## config.mk

```make
export PLATFORM = sky130hd
export DESIGN_NAME = intagg_top
export DESIGN_NICKNAME = d
export VERILOG_FILES = /design/src/rtl/intagg_pkg.sv /design/src/rtl/intagg_ctrl.sv /design/src/rtl/intagg_dp.sv /design/src/rtl/intagg_top.sv
export SDC_FILE = /design/constraint.sdc
export NUM_CORES = 2
export LEC_CHECK = 0
export ABC_AREA = 0
export ABC_CLOCK_PERIOD_IN_PS = 2400
export CORE_ASPECT_RATIO = 0.8
export CORE_MARGIN = 2
export CORE_UTILIZATION = 25
export DETAILED_ROUTE_END_ITERATION = 8
export PLACE_DENSITY = 0.48
export SLEW_MARGIN = 20
export SYNTH_ARGS = -nofsm -noshare
export SYNTH_HDL_FRONTEND = slang
export SYNTH_SLANG_ARGS = --single-unit
```

## constraint.sdc

```tcl
create_clock -name clk -period 2.4 [get_ports clk]
set_input_delay 0.48 -clock clk [delete_from_list [all_inputs] [get_ports clk]]
set_output_delay 0.48 -clock clk [all_outputs]
set_load 0.005 [all_outputs]
```

## src/rtl/intagg_pkg.sv

```systemverilog
package intagg_pkg;

  // Index width used in strobes and table entries (covers up to 256 groups).
  localparam int IDX_W  = 8;
  // Width of a word address stored in a table entry.
  localparam int WORD_W = 16;

  // Strobes from the decoder to the register datapath.
  typedef struct packed {
    logic             enWr;      // replace a mask register
    logic             stWr;      // clear pending bits (data already checked non-zero)
    logic             rdReq;     // return a register on the next cycle
    logic             isStatus;  // the matched address is the pending register
    logic [IDX_W-1:0] grp;       // input group selected by the table
  } ctrlStb_t;

  // One row of the constant group map.
  typedef struct packed {
    logic [IDX_W-1:0]  inIdx;
    logic [IDX_W-1:0]  outIdx;
    logic [3:0]        outCnt;
    logic [WORD_W-1:0] enWord;
    logic [WORD_W-1:0] stWord;
  } mapEntry_t;

  // Builds the map row for group g: one source group to one output pin,
  // the mask word at base + g*stride, and the pending word right after it.
  function automatic mapEntry_t mapEntry(int g, int base, int stride);
    mapEntry_t e;
    e.inIdx  = IDX_W'(g);
    e.outIdx = IDX_W'(g);
    e.outCnt = 4'd1;
    e.enWord = WORD_W'((base + g * stride) >> 2);
    e.stWord = WORD_W'(((base + g * stride) >> 2) + 1);
    return e;
  endfunction

endpackage

```

## src/rtl/intagg_ctrl.sv

```systemverilog
module intagg_ctrl
  import intagg_pkg::*;
#(
  parameter int NUM_GROUPS = 9,
  parameter int DATA_W     = 32,
  parameter int BUS_AW     = 14,
  parameter int WIN_BASE   = 'h1000,
  parameter int GRP_STRIDE = 'h100
) (
  input  logic              clk,
  input  logic              rstN,
  input  logic              busValid,
  input  logic              busWrite,
  input  logic [BUS_AW-1:0] busAddr,
  input  logic [DATA_W-1:0] busWdata,
  output ctrlStb_t          stb,
  output logic              busErr
);

  localparam int WA_W = BUS_AW - 2;

  logic [WA_W-1:0]       wordAddr;
  logic [1:0]            unusedByteBits;
  logic [NUM_GROUPS-1:0] hitEn;
  logic [NUM_GROUPS-1:0] hitSt;
  logic [IDX_W-1:0]      entIn [NUM_GROUPS];

  assign wordAddr       = busAddr[BUS_AW-1:2];
  assign unusedByteBits = busAddr[1:0];

  // One comparator pair per table row.
  for (genvar g = 0; g < NUM_GROUPS; g++) begin : g_map
    localparam mapEntry_t ENT = mapEntry(g, WIN_BASE, GRP_STRIDE);
    assign hitEn[g] = (wordAddr == ENT.enWord[WA_W-1:0]);
    assign hitSt[g] = (wordAddr == ENT.stWord[WA_W-1:0]);
    assign entIn[g] = ENT.inIdx;
  end

  // Table search: the lowest matching row wins.
  logic             anyHit;
  logic             selStatus;
  logic [IDX_W-1:0] selGrp;

  always_comb begin
    anyHit    = 1'b0;
    selStatus = 1'b0;
    selGrp    = '0;
    for (int g = NUM_GROUPS - 1; g >= 0; g--) begin
      if (hitEn[g] || hitSt[g]) begin
        anyHit    = 1'b1;
        selStatus = hitSt[g];
        selGrp    = entIn[g];
      end
    end
  end

  logic wrReq;
  logic zeroData;
  logic errNow;

  assign wrReq    = busValid && busWrite;
  assign zeroData = (busWdata == '0);

  always_comb begin
    stb.grp      = selGrp;
    stb.isStatus = selStatus;
    stb.enWr     = wrReq && anyHit && !selStatus;
    stb.stWr     = wrReq && anyHit && selStatus && !zeroData;
    stb.rdReq    = busValid && !busWrite && anyHit;
  end

  assign errNow = busValid && (!anyHit || (busWrite && selStatus && zeroData));

  always_ff @(posedge clk) begin
    if (!rstN) busErr <= 1'b0;
    else       busErr <= errNow;
  end

endmodule

```

## src/rtl/intagg_dp.sv

```systemverilog
module intagg_dp
  import intagg_pkg::*;
#(
  parameter int NUM_GROUPS = 9,
  parameter int DATA_W     = 32
) (
  input  logic                             clk,
  input  logic                             rstN,
  input  ctrlStb_t                         stb,
  input  logic [DATA_W-1:0]                busWdata,
  input  logic [NUM_GROUPS-1:0][DATA_W-1:0] srcIn,
  output logic [DATA_W-1:0]                busRdata,
  output logic [NUM_GROUPS-1:0]            irqOut,
  output logic [NUM_GROUPS-1:0][DATA_W-1:0] enableVec,
  output logic [NUM_GROUPS-1:0][DATA_W-1:0] statusVec
);

  logic [NUM_GROUPS-1:0] selG;

  for (genvar g = 0; g < NUM_GROUPS; g++) begin : g_grp
    localparam mapEntry_t ENT     = mapEntry(g, 0, 0);
    localparam int        OUT_PIN = int'(ENT.outIdx);

    logic [DATA_W-1:0] clrMask;
    logic [DATA_W-1:0] setMask;

    assign selG[g]  = (stb.grp == IDX_W'(g));
    assign clrMask  = (stb.stWr && selG[g]) ? busWdata : '0;
    assign setMask  = srcIn[g] & enableVec[g];

    always_ff @(posedge clk) begin
      if (!rstN) begin
        enableVec[g] <= '0;
        statusVec[g] <= '0;
      end else begin
        if (stb.enWr && selG[g]) enableVec[g] <= busWdata;
        // setting has priority over clearing
        statusVec[g] <= (statusVec[g] & ~clrMask) | setMask;
      end
    end

    assign irqOut[OUT_PIN] = |statusVec[g];
  end

  logic [DATA_W-1:0] rdMux;

  always_comb begin
    rdMux = '0;
    for (int g = 0; g < NUM_GROUPS; g++) begin
      if (selG[g]) rdMux = stb.isStatus ? statusVec[g] : enableVec[g];
    end
  end

  always_ff @(posedge clk) begin
    if (!rstN)          busRdata <= '0;
    else if (stb.rdReq) busRdata <= rdMux;
    else                busRdata <= '0;
  end

endmodule

```

## src/rtl/intagg_top.sv

```systemverilog
module intagg_top #(
  parameter int NUM_GROUPS = 9,
  parameter int SRC_W      = 32,
  parameter int BUS_AW     = 14,
  parameter int WIN_BASE   = 'h1000,
  parameter int GRP_STRIDE = 'h100
) (
  input  logic                             clk,
  input  logic                             rstN,
  input  logic                             busValid,
  input  logic                             busWrite,
  input  logic [BUS_AW-1:0]                busAddr,
  input  logic [SRC_W-1:0]                 busWdata,
  output logic [SRC_W-1:0]                 busRdata,
  output logic                             busErr,
  input  logic [NUM_GROUPS-1:0][SRC_W-1:0] srcIn,
  output logic [NUM_GROUPS-1:0]            irqOut
);

  intagg_pkg::ctrlStb_t stb;
  logic [NUM_GROUPS-1:0][SRC_W-1:0] enableVec;
  logic [NUM_GROUPS-1:0][SRC_W-1:0] statusVec;

  intagg_ctrl #(
    .NUM_GROUPS(NUM_GROUPS), .DATA_W(SRC_W), .BUS_AW(BUS_AW),
    .WIN_BASE(WIN_BASE), .GRP_STRIDE(GRP_STRIDE)
  ) u_ctrl (
    .clk(clk), .rstN(rstN), .busValid(busValid), .busWrite(busWrite),
    .busAddr(busAddr), .busWdata(busWdata), .stb(stb), .busErr(busErr)
  );

  intagg_dp #(
    .NUM_GROUPS(NUM_GROUPS), .DATA_W(SRC_W)
  ) u_dp (
    .clk(clk), .rstN(rstN), .stb(stb), .busWdata(busWdata), .srcIn(srcIn),
    .busRdata(busRdata), .irqOut(irqOut), .enableVec(enableVec),
    .statusVec(statusVec)
  );

endmodule

```

==> impl_results.md <==
- P per Cell Area: 544 mW/mm^2
- Non-filler cells, final: 5832
- Area grow syn2layout: 39.8%
- Post-synth top flop: dfxtp_1
- Kind of critical path: flop to output port
- Fin crit share: 112%
- Post-synthesis cell type count: 54
- Seq/Total Area, Yosys: 41.3%
- Synth Cell Area: 0.0295 mm^2
- Post-DP HPWL: 101000 um
- Status: complete, but fails checks
- Maximum vdd ir drop: 0.000452 V
- Pint: 17.1 mW
- Vias per cell: 5.07
- # rows: 112
- Number of buffers created by CTS: 67
- Final Skew: 0.0310 ns
- Drt first pass iters: 7
- RePlAce Congestion: 0.882
- Clock tree sinks: 609
- Global Route Usage Sum: 21.9%
- Min cycle time layout: 2.68 ns
- PortBufs: 377
- Met1 Wirelength: 62800 um
- Worst Path Required: 1.92 ns
- Placed cells: 5654
- RSZ-0062 raised after global routing: true
- Synth async-reset ratio: 0%
- Chip width: 388 um
- Logic gate share of total power: 6.8%
- Via count: 29600
- Syn Nets: 4054
- Max Used Layer: met5
- Pin count of the biggest net entering global routing: 139
- Yosys warns: 0
- Total gr overflow: 0
- Synth top cells by count: nand2_1 (1138), dfxtp_1 (609), nor2b_1 (365)
- Layout Utilization: 35.4%
- Cells after Synth: 3716
- Seq pwr share: 45.0%
- Design Area, Final: 0.0413 mm^2
- Synthesis-stage register bit count: 609
- Vias in the first global route: 28000
- Reg area: 0.0122 mm^2
- CP dominant cell by count: buf_6
- Die height: 312 um
- Fin nets: 4582
- Leakage power: 13.0 nW
- Met3 WL post-DR: 10600 um
- TritonCTS clock tree: done
- Sw power: 5.34 mW
- # DRC: 0
- Slowest cell delay on critical path: 0.34 ns
- Root Driver: clkbuf_16
- First-pass GRT wire length: 196000 um
- Starting Density: 25.3%
- Post-synth top area share: 41.3%
- Synthesized area per cell: 7.95 um^2
- DRT Wirelength: 140000 um
- Met2 WL: 63200 um
- Most common cell in the netlist: nand2_1
- Critical Path AT: 2.20 ns
- H-tree depth: 3
- Io pins: 380
- Reg2reg setup slack: 0.68 ns
- Core area: 0.117 mm^2
- Number of flops mapped to enable cells by yosys: 0
- Startpoint types: flop
- Crit Path Max Fanout: 3
- Fill cells: 12100
- Max clock buf depth: 3
- DP Area: 0.0375 mm^2
- Post-cts hold buffer count: 0
- DR WL/cell: 23.9 um
- Worst setup margin: -0.281 ns
- Multi-input logic area: 0.0167 mm^2
- Initial antenna violation count: 6
- Critical path, cell by cell: nor4_2 > buf_4 > nand4_1 > buf_6 > or2_4 > buf_6
- Setup violations, final: 9
- Layout cells sized above 1: 15.6%
- Top cell type by total area after synthesis: dfxtp_1
- Max Slew Vio Count: 0
- Fin. Hold Viols: 0
- CP max stage cell: dfxtp_1
- Top post-synthesis cells by area: dfxtp_1 (41%), nand2_1 (14%), nor2b_1 (7.7%)
- Violation count after the first detailed-routing iteration: 3317
- Max Clk Rate: 373 MHz
- Clk pwr share: 48.2%
- Slew @ Worst Pin: 0.612 ns
- Worst-skew pair later-pin latency: 0.66 ns
- Slew HR: 59.2%
- Net Sw Frac: 23.8%
- HP Class: primary input to flop
- Post-route ant nets: 0
- DIE AREA: 0.121 mm^2
- Setup TNS after final layout: -1.61 ns
- Worst Setup End Kind: output port
- Clock-pin slew on the worst setup and hold paths: 0.06 ns
- Max Cap Viol: 0
- Failing checks: setup timing
[metrics by stage]
stage               power (mW)  hold slack, ns  setup WS [ns]
floorplan                 10.8           0.443         -0.144
global placement          11.9           0.460         -0.912
detailed placement        11.9           0.461         -0.929
CTS                       22.6           0.181         -0.260
global route              23.2           0.213         -0.323
finish                    22.5           0.216         -0.281
[placed cells by master, fill, tap and decap left out, types with 13 or more instances in the layout]
| master | count |
|---|---|
| nor2_1 | 60 |
| buf_6 | 36 |
| nor4_2 | 19 |
| nor4_1 | 49 |
| nand4_1 | 19 |
| dfxtp_1 | 581 |
| o221ai_1 | 23 |
| a21oi_1 | 112 |
| mux2i_1 | 150 |
| nand3_1 | 67 |
| buf_12 | 74 |
| nor2b_1 | 363 |
| nor4_4 | 23 |
| o21ai_1 | 22 |
| clkdlybuf4s50_1 | 349 |
| a31oi_1 | 28 |
| clkbuf_16 | 78 |
| o31a_1 | 27 |
| a222oi_1 | 29 |
| dfxtp_2 | 25 |
| a21boi_0 | 256 |
| buf_4 | 280 |
| a22oi_1 | 275 |
| nand2_1 | 1137 |
| clkbuf_1 | 13 |
| clkbuf_8 | 18 |
[power by group through the flow]
stage,Combinational [mW],Clock (mW),Sequential [mW]
floorplan,0.447,0,10.3
global placement,1.53,0,10.3
detailed placement,1.52,0,10.3
CTS,1.54,11.0,10.1
global route,1.59,11.5,10.1
finish,1.54,10.8,10.1
[state kept, by name (all words and copies together), names as in the netlist]
register	cells
u_ctrl.busErr	1
u_dp.statusVec	288
u_dp.enableVec	288
u_dp.busRdata	32
[critical path, delay by kind of cell, from the launching register on]
family | cells | cell delay (ns)
buf+inv | 3 | 0.50
simple gates | 3 | 0.71
flops | 1 | 0.34
[repair_timing]
| item | CTS | global route |
|---|---|---|
| cloned | 11 | 9 |
| resized for setup | 164 | 81 |
| setup endpoints to repair | 347 | 233 |
| pin swaps | 43 | 42 |
| setup buffers | 18 | 25 |
[final timing paths]
check | cells after the start | endpoint | start
worst min register to register | 2 | u_dp.statusVec[233]$_SDFF_PN0_ | u_dp.enableVec[233]$_SDFFE_PN0P_
worst max-delay path | 6 | irqOut[1] | u_dp.statusVec[61]$_SDFF_PN0_
worst min-delay path | 2 | u_dp.enableVec[1]$_SDFFE_PN0P_ | rstN
worst max register to register | 6 | u_dp.busRdata[3]$_SDFF_PN0_ | u_dp.statusVec[99]$_SDFF_PN0_
[cell type report]
class | instances | area share [%]
multi-input cells | 2784 | 40.3
well taps | 1539 | 4.66
repair buffers | 781 | 20.0
flip-flops and latches | 609 | 29.6
diodes | 2 | 0.0121
inverters | 1 | 0.00908
clock buffers | 102 | 5.02
clock inverters | 14 | 0.372
[logic make-up (layout without fill, tap and decap cells)]
group | count (synthesis) | after routing | share of synthesized area [%]
buf+inv | 324 | 898 | 4.76
flops | 609 | 609 | 41.3
other cells | 0 | 2 | 0
simple gates | 1789 | 1790 | 28.1
xor+xnor | 1 | 1 | 0.0296
compound gates | 829 | 829 | 20.3
mux | 164 | 164 | 5.56
[metal layers]
layer	vias to the layer above	GRT usage [%]
li1	13900	-
met1	14400	30.4
met2	1117	34.9
met3	117	4.35
met4	2	4.81
met5	-	0
Power figures use the tool's default switching activity.
